### src/rtl/irqagg_pkg.sv
package irqagg_pkg;

    typedef enum logic {
        LINE_QUIET  = 1'b0,
        LINE_RAISED = 1'b1
    } line_state_e;

    typedef enum logic [2:0] {
        SEL_NONE,
        SEL_STATUS,
        SEL_PEND,
        SEL_ENABLE,
        SEL_CTRL
    } reg_sel_e;

    localparam int unsigned BUS_W = 32;

endpackage

### src/rtl/irqagg_regdec.sv
module irqagg_regdec
    import irqagg_pkg::*;
#(
    parameter int unsigned ADDR_W     = 20,
    parameter int unsigned STATUS_OFS = 'h80000,
    parameter int unsigned PEND_OFS   = 'h80004,
    parameter int unsigned ENABLE_OFS = 'h80008,
    parameter int unsigned CTRL_OFS   = 'h34
) (
    input  logic [ADDR_W-1:0] addr,
    input  logic              we,
    output reg_sel_e          sel,
    output logic              wr_status,
    output logic              wr_enable,
    output logic              wr_ctrl
);

    always_comb begin
        sel = SEL_NONE;
        if (addr == ADDR_W'(STATUS_OFS))      sel = SEL_STATUS;
        else if (addr == ADDR_W'(PEND_OFS))   sel = SEL_PEND;
        else if (addr == ADDR_W'(ENABLE_OFS)) sel = SEL_ENABLE;
        else if (addr == ADDR_W'(CTRL_OFS))   sel = SEL_CTRL;
    end

    // Pending is a read-only view: no write strobe is produced for it.
    assign wr_status = we && (sel == SEL_STATUS);
    assign wr_enable = we && (sel == SEL_ENABLE);
    assign wr_ctrl   = we && (sel == SEL_CTRL);

endmodule

### src/rtl/irqagg_bank.sv
module irqagg_bank #(
    parameter int unsigned NUM_CH = 8
) (
    input  logic              clk,
    input  logic              rst_n,
    input  logic [NUM_CH-1:0] done,
    input  logic [NUM_CH-1:0] wdata,
    input  logic              wr_status,
    input  logic              wr_enable,
    output logic [NUM_CH-1:0] status,
    output logic [NUM_CH-1:0] enable
);

    for (genvar ch = 0; ch < NUM_CH; ch++) begin : g_chan
        logic clr_hit;
        assign clr_hit = wr_status && wdata[ch];

        // A fresh event outranks a clearing write in the same cycle.
        always_ff @(posedge clk or negedge rst_n) begin
            if (!rst_n)          status[ch] <= 1'b0;
            else if (done[ch])   status[ch] <= 1'b1;
            else if (clr_hit)    status[ch] <= 1'b0;
        end

        always_ff @(posedge clk or negedge rst_n) begin
            if (!rst_n)          enable[ch] <= 1'b0;
            else if (wr_enable)  enable[ch] <= wdata[ch];
        end
    end

endmodule

### src/rtl/irqagg_line_fsm.sv
module irqagg_line_fsm
    import irqagg_pkg::*;
(
    input  logic clk,
    input  logic rst_n,
    input  logic any_pend,
    output logic irq
);

    line_state_e state_q, state_d;

    always_comb begin
        state_d = state_q;
        unique case (state_q)
            LINE_QUIET:  if (any_pend)  state_d = LINE_RAISED;
            LINE_RAISED: if (!any_pend) state_d = LINE_QUIET;
            default:                    state_d = LINE_QUIET;
        endcase
    end

    always_ff @(posedge clk or negedge rst_n) begin
        if (!rst_n) state_q <= LINE_QUIET;
        else        state_q <= state_d;
    end

    always_comb begin
        irq = 1'b0;
        unique case (state_q)
            LINE_QUIET:  irq = 1'b0;
            LINE_RAISED: irq = 1'b1;
            default:     irq = 1'b0;
        endcase
    end

endmodule

### src/rtl/dma_irq_aggregator.sv
module dma_irq_aggregator
    import irqagg_pkg::*;
#(
    parameter int unsigned NUM_CH     = 8,
    parameter int unsigned ADDR_W     = 20,
    parameter int unsigned STATUS_OFS = 'h80000,
    parameter int unsigned PEND_OFS   = 'h80004,
    parameter int unsigned ENABLE_OFS = 'h80008,
    parameter int unsigned CTRL_OFS   = 'h34
) (
    input  logic              clk,
    input  logic              rst_n,
    input  logic [NUM_CH-1:0] chan_done,
    input  logic [ADDR_W-1:0] bus_addr,
    input  logic              bus_we,
    input  logic [31:0]       bus_wdata,
    output logic [31:0]       bus_rdata,
    output logic              wide_addr_mode,
    output logic              irq_out
);

    reg_sel_e          sel;
    logic              wr_status, wr_enable, wr_ctrl;
    logic [NUM_CH-1:0] status_q, enable_q, pend;
    logic              ctrl_q;
    logic              unused_wdata_bits;

    assign unused_wdata_bits = ^bus_wdata;

    irqagg_regdec #(
        .ADDR_W(ADDR_W), .STATUS_OFS(STATUS_OFS), .PEND_OFS(PEND_OFS),
        .ENABLE_OFS(ENABLE_OFS), .CTRL_OFS(CTRL_OFS)
    ) u_dec (
        .addr(bus_addr), .we(bus_we), .sel(sel),
        .wr_status(wr_status), .wr_enable(wr_enable), .wr_ctrl(wr_ctrl)
    );

    irqagg_bank #(.NUM_CH(NUM_CH)) u_bank (
        .clk(clk), .rst_n(rst_n), .done(chan_done),
        .wdata(bus_wdata[NUM_CH-1:0]),
        .wr_status(wr_status), .wr_enable(wr_enable),
        .status(status_q), .enable(enable_q)
    );

    assign pend = status_q & enable_q;

    irqagg_line_fsm u_line (
        .clk(clk), .rst_n(rst_n), .any_pend(|pend), .irq(irq_out)
    );

    always_ff @(posedge clk or negedge rst_n) begin
        if (!rst_n)       ctrl_q <= 1'b0;
        else if (wr_ctrl) ctrl_q <= bus_wdata[0];
    end
    assign wide_addr_mode = ctrl_q;

    always_comb begin
        bus_rdata = '0;
        unique case (sel)
            SEL_STATUS: bus_rdata[NUM_CH-1:0] = status_q;
            SEL_PEND:   bus_rdata[NUM_CH-1:0] = pend;
            SEL_ENABLE: bus_rdata[NUM_CH-1:0] = enable_q;
            SEL_CTRL:   bus_rdata[0]          = ctrl_q;
            default:    bus_rdata             = '0;
        endcase
    end

endmodule

### config.mk
export PLATFORM = sky130hd
export DESIGN_NAME = dma_irq_aggregator
export DESIGN_NICKNAME = d
export VERILOG_FILES = /design/src/rtl/irqagg_pkg.sv /design/src/rtl/irqagg_regdec.sv /design/src/rtl/irqagg_bank.sv /design/src/rtl/irqagg_line_fsm.sv /design/src/rtl/dma_irq_aggregator.sv
export SDC_FILE = /design/constraint.sdc
export NUM_CORES = 1
export LEC_CHECK = 0
export BUFFER_PORTS_ARGS = -buffer_cell sky130_fd_sc_hd__buf_2
export CAP_MARGIN = 5
export CORE_ASPECT_RATIO = 0.75
export CORE_MARGIN = 2
export CORE_UTILIZATION = 39
export CTS_CLUSTER_SIZE = 28
export DETAILED_ROUTE_END_ITERATION = 16
export PLACE_DENSITY = 0.77
export SYNTH_ARGS = -nofsm -noshare
export SYNTH_HDL_FRONTEND = slang
export SYNTH_SLANG_ARGS = --single-unit
### constraint.sdc
create_clock -name clk -period 1.7 [get_ports clk]
set_input_delay 0.085 -clock clk [delete_from_list [all_inputs] [get_ports clk]]
set_output_delay 0.085 -clock clk [all_outputs]
set_load 0.005 [all_outputs]
# Word-level counts from Yosys, hierarchy flattened
# Index checks and enable logic that the tools add are counted.
word_totals:
  register_bits: 18
  inputBits: 63
  output_inout_bits: 34
classes:
  eq_ne: 8
  n_mux: 24
  bitwise_logic: 2
  n_reduce_logical: 20
op_table:
  columns: ["operator", "count"]
  rows:
  - ["$eq 20x20->1 const B", 3]
  - ["$pmux 7 s3", 1]
  - ["$eq 20x6->1 const B", 1]
  - ["$mux 1", 17]
  - ["$reduce_bool 2->1", 8]
  - ["$mux 3", 4]
  - ["$logic_and 1x1->1", 11]
  - ["$and 8x8->8", 1]
  - ["$reduce_or 8->1", 1]
  - ["$eq 3x2->1 const B", 2]
  - ["$pmux 1 s4", 1]
  - ["$eq 3x1->1 const B", 1]
  - ["$eq 3x3->1 const B", 1]
  - ["$pmux 1 s2", 1]
  - ["$not 1->1", 1]

# Longest topological paths before layout
# Gate-level depths: netlist of run 1.
depth:
  depth_word: 10
  depth_mapped: 5
  mapped_depth_nobuf: 4

# Modules after synthesis
# A second synthesis of run 1 with hierarchy kept.
hier_totals:
  cells_unflattened: 124
  area_unflattened_um2: 1300.0
modules_own_cells:
  columns: ["module", "instances", "cells_each", "area_per_inst_um2"]
  rows:
  - ["irqagg_bank", 1, 42, 626.9]
  - ["dma_irq_aggregator", 1, 61, 470.5]
  - ["irqagg_regdec", 1, 20, 177.7]
  - ["irqagg_line_fsm", 1, 1, 25.0]

# Worst setup path after synthesis of run 1
# No wires, ideal clock.
synth_path:
  kind: "input port to flip-flop"
  startpoint: "input port bus_addr[12]"
  endpoint: "register u_bank.enable[0]"
  arrival_time_ps: 1480
  slack_ps: 95
  stages: 3
  cell_sequence: "or4_4 -> nor4_4 -> mux2_2"
synth_between:
  elab_chain_len: 7
  elab_cells_between_ends: 10
  classes_between: "eq/ne (5); mux (4); reduce/logical (1)"
synth_lines:
  columns: ["element", "line_no", "text"]
  rows:
  - ["start: declaration", "dma_irq_aggregator.sv:14", "input logic [ADDR_W-1:0] bus_addr,"]
  - ["$eq 20x6->1", "irqagg_regdec.sv:23", "else if (addr == ADDR_W'(CTRL_OFS)) sel = SEL_CTRL;"]
  - ["$mux 3", "irqagg_regdec.sv:23", null]
  - ["$mux 3", "irqagg_regdec.sv:22", "else if (addr == ADDR_W'(ENABLE_OFS)) sel = SEL_ENABLE;"]
  - ["$mux 3", "irqagg_regdec.sv:21", "else if (addr == ADDR_W'(PEND_OFS)) sel = SEL_PEND;"]
  - ["$mux 3 (*)", "irqagg_regdec.sv:20", "if (addr == ADDR_W'(STATUS_OFS)) sel = SEL_STATUS;"]
  - ["$eq 3x2->1 (*)", "irqagg_regdec.sv:28", "assign wr_enable = we && (sel == SEL_ENABLE);"]
  - ["$logic_and 1x1->1 (*)", "irqagg_regdec.sv:28", null]
  - ["end signal: indexed assignment", "irqagg_bank.sv:27", "else if (wr_enable) enable[ch] <= wdata[ch];"]
  - ["end: declaration", "irqagg_bank.sv:11", "output logic [NUM_CH-1:0] enable"]
# Mark *: on every way between the ends. The rest lies on a longest branch, timed or not.
# A chain may end at the register's enable or synchronous reset.

# Final worst setup path of run 1
layout_path:
  startpoint: "input port bus_addr[12]"
  endpoint: "output port bus_rdata[7]"
layout_between:
  elab_chain_len: 7
  elab_cells_between_ends: 12
  classes_between: "eq/ne (7); mux (5)"
layout_lines:
  columns: ["element", "line_no", "text"]
  rows:
  - ["$eq 20x6->1", "irqagg_regdec.sv:23", null]
  - ["$mux 3", "irqagg_regdec.sv:23", null]
  - ["$mux 3", "irqagg_regdec.sv:22", null]
  - ["$mux 3", "irqagg_regdec.sv:21", null]
  - ["$mux 3 (*)", "irqagg_regdec.sv:20", null]
  - ["$eq 3x2->1 / $eq 3x1->1 (equally long branches)", "dma_irq_aggregator.sv:59", "unique case (sel)"]
  - ["$pmux 7 s3 (*)", "dma_irq_aggregator.sv:59", null]
  - ["end: declaration", "dma_irq_aggregator.sv:17", "output logic [31:0] bus_rdata,"]
# Marks and branches as above.

==> flow_metrics.py, run 1 <==
metrics = {
    "status": {
        "status": "completed",
    },
    "worst_setup_path": {
        "end_kind": "output port",
        "cp_max_fo": 5,
        "crit_arrival_ns": 1.55,
        "crit_required_ns": 1.62,
        "crit_type": "in -> out",
        "cp-start-kind": "input port",
    },
    "timing": {
        "finalSetupViolCount": 0,
        "period_minus_slack_ns": 1.63,
        "finalHoldViolCount": 0,
        "grt_setup_unrepaired": "false",
        "hold_ws_ns": 0.0115,
        "timing.final.ws_setup_ns": 0.0681,
        "fin_skew_ns": 0.00449,
        "fmax_mhz": 613,
        "tns_ns": 0,
        "slew_viol_final": 0,
        "period_share_pct": 96.0,
    },
    "placement": {
        "dp.cells": 224,
        "pre_cts_ws_ns": -0.00903,
        "gp_congestion": 0.781,
        "io_buffer_count": 48,
        "place_area_um2": 1460,
        "dpl.hpwl_um": 2270,
    },
    "clocking": {
        "cts_tree": "done",
        "cts.sinks": 18,
        "cts_root_buffer": "clkbuf_8",
        "htreeDepth": 1,
        "clkSlewWorstSetupHoldPaths_ns": 0.07,
        "cts_buffer_depth": 2,
        "clk_latency_ns": 0.25,
        "numCtsBuffers": 3,
    },
    "final_layout": {
        "n_fill_cell": 288,
        "utilization_pct": 51.8,
        "areaGrowthSynthToFinish_pct": 27.4,
        "fin_cells": 229,
        "antenna_cells_inserted": 0,
        "nets": 255,
        "final_layout_size_suffix_gt1_share_pct": 38.7,
        "stdcell_area_um2": 1520,
    },
    "detailed_routing": {
        "drcViolationCount": 0,
        "ant_nets": 0,
        "wl_per_cell_um": 11.9,
        "vias_per_cell": 4.74,
        "detail_route.first_pass.iterations": 4,
        "num_vias": 1085,
        "drt_wl_total_um": 2740,
        "dr.first_iter.drc_count": 24,
    },
    "floorplanning": {
        "coreArea_um2": 2940,
        "initial_core_util_pct": 40.7,
        "die_h_um": 51.9,
        "die_w_um": 67.9,
        "design.die.area_um2": 3520,
        "ioPinCount": 97,
        "core.rowCount": 17,
    },
    "synth": {
        "ys_ff_latch": 18,
        "synth_area_leaders": "dfrtp_1 (38%), buf_4 (15%), mux2_2 (8.5%)",
        "yosysSeqAreaShare_pct": 37.7,
        "syn_avg_cell_area_um2": 9.11,
        "yosys_warnings": 0,
        "ys.flop_type": "dfrtp_1",
        "syn_area_um2": 1190,
        "netlist_top_cells_count": "buf_4 (24), dfrtp_1 (18), nor2_1 (18)",
        "synthDominantCellAreaShare_pct": 37.7,
        "synth_area_leader_cell": "dfrtp_1",
        "synth_most_common_cell": "buf_4",
        "syn_inst": 131,
        "post_synth_num_cell_types": 22,
        "ys_async_sr_fraction_pct": 100,
        "synth_enable_flop_cells": 0,
    },
    "global_route": {
        "grt_pass1_vias": 1004,
        "grt_pass1_wl_um": 4440,
        "grt_usage_pct": 17.0,
        "grt_overflow": 0,
        "antenna_found_initial": 0,
        "grt_max_degree": 19,
    },
    "power": {
        "p_total_uw": 902,
        "ir_drop_uv": 484,
        "cellPowerDensity_nw_per_um2": 594,
        "p_leak_nw": 0.781,
    },
    "worst_hold_path": {
        "hp-class": "in -> reg",
    },
    "job": {
        "max-cap-violations": 0,
    },
}
critical path: stages:
cell and delay [ns]:
buf_2 0.11, or4_4 0.55, nor2_1 0.18, nand4_1 0.16
buf_4 0.20, nor2_1 0.13, buf_2 0.13
report_power, final:
group,internal (mW),total [mW],switching (mW)
registers,0.428,0.428,0.00000627
clock network,0.206,0.350,0.144
logic,0.0574,0.125,0.0672
total,0.691,0.902,0.211
state kept, by name (all words and copies together), names as in the netlist:
name            cells
u_bank.enable       8
u_bank.status       8
u_line.state_q      1
wide_addr_mode      1
final timing paths:
kind                                               from                      endpoint  slack (ns)  cells past startpoint
max                                        bus_addr[12]                  bus_rdata[7]        0.07                      7
min                                        bus_wdata[4]  u_bank.status[4]$_DFFE_PN0P_        0.01                      2
max reg2reg                u_bank.status[4]$_DFFE_PN0P_      u_line.state_q$_DFF_PN0_        0.85                      2
min reg2reg                  wide_addr_mode$_DFFE_PN0P_    wide_addr_mode$_DFFE_PN0P_        0.53                      1
max in group asynchronous                         rst_n  u_bank.enable[5]$_DFFE_PN0P_        1.12                      2
min in group asynchronous                         rst_n  u_bank.enable[7]$_DFFE_PN0P_        0.29                      2
cell families after synthesis:
group                  Yosys count  share of synthesized area, %
multiplexers                     9                          8.49
AND/OR/NAND/NOR                 39                          18.6
flip-flops                      18                          37.7
other                            1                         0.314
buffers and inverters           35                          18.6
AO/OA/AOI/OAI                   29                          16.4
cell usage in the layout, fill, tap and decap left out, drive strengths merged:
cell	count
buf	58
conb	24
nor2	18
dfrtp	18
inv	9
o21ai	9
mux2	9
a2bb2oi	8
a31oi	8
nor4	5
nand3	4
a22oi	4
clkbuf	4
nand4	3
or4	2
nor3	2
nor3b	1
nor2b	1
nor4bb	1
and4	1
nand2	1
dlygate4sd3	1
repair_timing:
action,CTS,global route
hold buffers,1,0
resized for setup,0,0
hold endpoints to repair,18,0
setup buffers,0,0
endpoints found under the setup margin,0,0
per-layer routing:
layer / share of wire (%) / vias up / routed length [um] / track usage [%]
met5: 0 / - / 0 / 0
met4: 0 / 0 / 0 / 1.00
met3: 7.0 / 0 / 192 / 5.63
met2: 45 / 38 / 1240 / 28.1
met1: 48 / 501 / 1300 / 22.6
li1: - / 546 / - / -
final cells by class:
| type | count | area (um2) | share of cell area (%) |
|---|---|---|---|
| clock buffers | 4 | 55.1 | 3.62 |
| inverters | 9 | 33.8 | 2.22 |
| multi-input cells | 101 | 608 | 40.0 |
| flip-flops and latches | 18 | 450 | 29.6 |
| well taps | 38 | 47.5 | 3.13 |
| repair buffers | 59 | 325 | 21.4 |
(Power assumes the default switching activity.)
==> run 2, diff against run 1 <==
REMOVE_ABC_BUFFERS = 1   (was not set)
==> flow_metrics.py, run 2 (same netlist as run 1, synthesis figures left out) <==
metrics = {
    "status": {
        "status": "completed",
    },
    "global_route": {
        "grt_pass1_wl_um": 4480,
        "antenna_found_initial": 0,
        "grt_max_degree": 19,
        "grt_pass1_vias": 1046,
        "grt_usage_pct": 16.8,
        "grt_overflow": 0,
    },
    "timing": {
        "period_minus_slack_ns": 1.60,
        "grt_setup_unrepaired": "false",
        "finalSetupViolCount": 0,
        "finalHoldViolCount": 0,
        "slew_viol_final": 0,
        "tns_ns": 0,
        "fmax_mhz": 623,
        "fin_skew_ns": 0.00330,
        "period_share_pct": 94.4,
    },
    "worst_setup_path": {
        "crit_type": "in -> out",
        "end_kind": "output port",
        "cp_max_fo": 7,
        "cp-start-kind": "input port",
        "crit_arrival_ns": 1.52,
        "crit_required_ns": 1.62,
    },
    "final_layout": {
        "areaGrowthSynthToFinish_pct": 26.1,
        "regArea_um2": 450,
        "nets": 253,
        "layout_commonest_cell": "buf_2",
        "multi_input_area_um2": 608,
        "final_layout_size_suffix_gt1_share_pct": 38.1,
        "top_regs": "u_bank.enable (8), u_bank.status (8)",
        "fin_cells": 227,
        "n_fill_cell": 293,
        "final_cell_mix": "buf_2 (48), conb_1 (24), nor2_1 (18), dfrtp_1 (18)",
        "antenna_cells_inserted": 0,
    },
    "floorplanning": {
        "die_h_um": 51.9,
        "core.rowCount": 17,
        "design.die.area_um2": 3520,
        "die_w_um": 67.9,
        "ioPinCount": 97,
        "coreArea_um2": 2940,
        "initial_core_util_pct": 40.7,
    },
    "detailed_routing": {
        "dr.first_iter.drc_count": 25,
        "drcViolationCount": 0,
        "ant_nets": 0,
        "drt_wl_total_um": 2650,
        "num_vias": 1086,
        "detail_route.first_pass.iterations": 4,
        "wl_per_cell_um": 11.7,
        "vias_per_cell": 4.78,
    },
    "clocking": {
        "htreeDepth": 1,
        "clkSlewWorstSetupHoldPaths_ns": 0.07,
        "numCtsBuffers": 3,
        "cts_root_buffer": "clkbuf_8",
        "clk_latency_ns": 0.25,
        "cts.sinks": 18,
        "cts_tree": "done",
        "cts.repair.resized": 0,
        "cts_buffer_depth": 2,
    },
    "power": {
        "cellPowerDensity_nw_per_um2": 595,
        "ir_drop_uv": 518,
        "p_leak_nw": 0.771,
        "p_total_uw": 895,
    },
    "placement": {
        "io_buffer_count": 48,
        "dp.cells": 222,
        "dpl.hpwl_um": 2130,
        "gp_congestion": 0.761,
    },
    "worst_hold_path": {
        "hp-class": "in -> reg",
    },
    "job": {
        "max-cap-violations": 0,
    },
}
run 2: layout make-up:
type                    instances  area share, %
inverters                       9           2.24
well taps                      38           3.16
multi-input cells             101           40.4
clock buffers                   4           3.66
repair buffers                 57           20.6
flip-flops and latches         18           29.9
run 2: worst max-delay path, cell delays in order:
cell     delay [ns]
buf_2          0.10
or4_4          0.55
nor2_1         0.19
nand4_1        0.13
buf_4          0.19
nor2_1         0.14
buf_2          0.13
run 2: final timing paths:
path                                               from                      endpoint  slack (ns)  cells after the start
setup / recovery                           bus_addr[12]                  bus_rdata[3]         0.1                      7
hold / removal                             bus_wdata[7]  u_bank.status[7]$_DFFE_PN0P_        0.01                      2
setup reg to reg           u_bank.enable[6]$_DFFE_PN0P_      u_line.state_q$_DFF_PN0_        0.81                      2
hold reg to reg              wide_addr_mode$_DFFE_PN0P_    wide_addr_mode$_DFFE_PN0P_        0.54                      1
max in group asynchronous                         rst_n  u_bank.status[0]$_DFFE_PN0P_        1.13                      2
min in group asynchronous                         rst_n  u_bank.enable[5]$_DFFE_PN0P_        0.29                      2
run 2: through the flow:
stage	util [%]	area (um2)	setup WS (ns)	hold WS, ns
after CTS	51.3	1510	0.0888	0.0100
after detailed placement	49.1	1440	0.0119	0.0353
after global placement	49.1	1440	0.00699	0.0339
after global routing	51.3	1510	0.0369	0.0171
final	51.3	1510	0.0960	0.0148
after floorplan	-	1090	0.0954	-0.211
run 2: repair_timing:
item                      CTS  global route
hold buffers                1             0
buffers inserted            0             0
hold endpoints to repair   18             0
run 2: routing by layer:
layer	wire, um	share of wire (%)	up-vias	global-route usage [%]
met2	1270	48	37	27.3
li1	-	-	541	-
met5	0	0	-	0
met1	1200	45	508	22.7
met3	170	6.4	0	4.98
met4	0	0	0	2.33
run 2: where the power goes:
group	internal, mW	leakage (nW)	switching, mW
combinational	0.0574	0.533	0.0658
clock	0.206	0.0288	0.138
sequential	0.428	0.210	0.00000685
==> run 3, diff against run 2 <==
GPL_TIMING_DRIVEN = 0   (was not set)
RECOVER_POWER = 50   (was not set)
==> flow_metrics.py, run 3 (same netlist as run 1, synthesis figures left out) <==
metrics = {
    "status": {
        "status": "completed",
    },
    "timing": {
        "slew_viol_final": 0,
        "finalSetupViolCount": 0,
        "period_minus_slack_ns": 1.60,
        "period_share_pct": 93.9,
        "fmax_mhz": 626,
        "timing.final.ws_setup_ns": 0.103,
        "worstMarginPinSlew_ns": 0.964,
        "maxSlewHeadroom_pct": 35.7,
        "fin_skew_ns": 0.000354,
        "finalHoldViolCount": 0,
        "grt_setup_unrepaired": "false",
    },
    "detailed_routing": {
        "vias_per_cell": 4.92,
        "num_vias": 1092,
        "drt_wl_total_um": 2670,
        "dr.first_iter.drc_count": 7,
        "wl_per_cell_um": 12.0,
        "detail_route.first_pass.iterations": 4,
        "drcViolationCount": 0,
        "ant_nets": 0,
    },
    "clocking": {
        "numCtsBuffers": 3,
        "cts_buffer_depth": 2,
        "clk_latency_ns": 0.25,
        "cts_root_buffer": "clkbuf_8",
        "cts_tree": "done",
        "htreeDepth": 1,
        "clkSlewWorstSetupHoldPaths_ns": 0.07,
        "cts.sinks": 18,
    },
    "floorplanning": {
        "initial_core_util_pct": 40.7,
        "coreArea_um2": 2940,
        "design.die.area_um2": 3520,
        "die_h_um": 51.9,
        "die_w_um": 67.9,
        "ioPinCount": 97,
        "core.rowCount": 17,
    },
    "worst_setup_path": {
        "crit_required_ns": 1.62,
        "end_kind": "output port",
        "crit_arrival_ns": 1.51,
        "cp_max_fo": 5,
        "crit_type": "in -> out",
        "cp-start-kind": "input port",
        "r2r_setup_slack_ns": 0.84,
    },
    "global_route": {
        "grt_usage_pct": 17.1,
        "busiest_layer": "met2",
        "use_met3_pct": 4.98,
        "grt_max_degree": 19,
        "grt_pass1_vias": 1062,
        "antenna_found_initial": 0,
        "gr-usage-met1_pct": 20.6,
        "grt.met2_usage_pct": 29.9,
        "grt_pass1_wl_um": 4510,
        "grt_overflow": 0,
    },
    "final_layout": {
        "fin_cells": 222,
        "final_layout_size_suffix_gt1_share_pct": 36.4,
        "utilization_pct": 50.1,
        "antenna_cells_inserted": 0,
        "n_fill_cell": 299,
        "top_regs": "u_bank.enable (8), u_bank.status (8)",
        "final_cell_mix": "buf_2 (46), conb_1 (24), dfrtp_1 (18), nor2_1 (17)",
        "areaGrowthSynthToFinish_pct": 23.2,
        "layout_commonest_cell": "buf_2",
        "nets": 248,
    },
    "placement": {
        "gp_congestion": 0.785,
        "dpl.hpwl_um": 2070,
        "pre_cts_ws_ns": -0.324,
        "io_buffer_count": 48,
        "dp.cells": 214,
    },
    "power": {
        "ir_drop_uv": 384,
        "cellPowerDensity_nw_per_um2": 613,
        "p_total_uw": 901,
        "p_leak_nw": 0.737,
    },
    "worst_hold_path": {
        "hp-class": "in -> reg",
    },
    "job": {
        "max-cap-violations": 0,
    },
}
==> run 3: cell count changes in the layout (fill, tap and decap cells not counted) <==
cell      change
buf_4         -5
nor2b_1       -1
nor2_1        -1
clkbuf_1      +2
nor2_2        +1
nor2b_2       +1
buf_2         -2
==> run 3: final cells by class <==
class                      instances  area, um2  area share, %
tap                               38       47.5           3.23
sequential                        18        450           30.6
multi-input combinational        101        613           41.7
clock buffer                       4       55.1           3.74
timing repair buffer              52        270           18.4
inverter                           9       33.8           2.30
==> run 3: worst max-delay path: stages <==
cell and delay (ns):
buf_2 0.10, or4_4 0.56, nor2_2 0.17, nand4_1 0.14, buf_4 0.21, nor2_1 0.12
buf_2 0.13
==> run 3: final timing paths <==
check                                               endpoint  depth (start not counted)                    startpoint
worst max-delay path                            bus_rdata[2]                          7                  bus_addr[12]
worst min-delay path            u_bank.status[4]$_DFFE_PN0P_                          2                  bus_wdata[4]
worst max register to register      u_line.state_q$_DFF_PN0_                          2  u_bank.status[5]$_DFFE_PN0P_
worst min register to register    wide_addr_mode$_DFFE_PN0P_                          1    wide_addr_mode$_DFFE_PN0P_
max in group asynchronous       u_bank.status[4]$_DFFE_PN0P_                          2                         rst_n
min in group asynchronous       u_bank.enable[7]$_DFFE_PN0P_                          2                         rst_n
==> run 3: layer usage <==
layer | vias to the layer above | routed length (um) | part of all wire, %
li1 | 531 | - | -
met2 | 46 | 1270 | 48
met1 | 513 | 1170 | 44
met5 | - | 0 | 0
met3 | 2 | 202 | 7.6
met4 | 0 | 27 | 1.0
==> run 3: stage by stage <==
step / setup TNS (ns) / cell area (um2) / hold WS [ns]
final: 0 / 1470 / 0.0123
after global routing: 0 / 1470 / 0.0135
after CTS: 0 / 1460 / 0.00940
after detailed placement: -2.73 / 1380 / 0.0383
after global placement: -2.93 / 1380 / 0.0355
after floorplan: 0 / 1090 / -0.211
==> run 3: where the power goes <==
part	switching, mW	internal [mW]	total (mW)
sequential	0.00000806	0.428	0.428
clock	0.147	0.206	0.353
combinational	0.0662	0.0541	0.120
total	0.213	0.688	0.901
==> run 3: what timing repair did <==
action,4_1_cts,5_1_grt
hold endpoints to repair,18,0
setup buffers,2,1
pin swaps,0,1
resized for setup,1,1
endpoints found under the setup margin,15,16
hold buffers,1,0
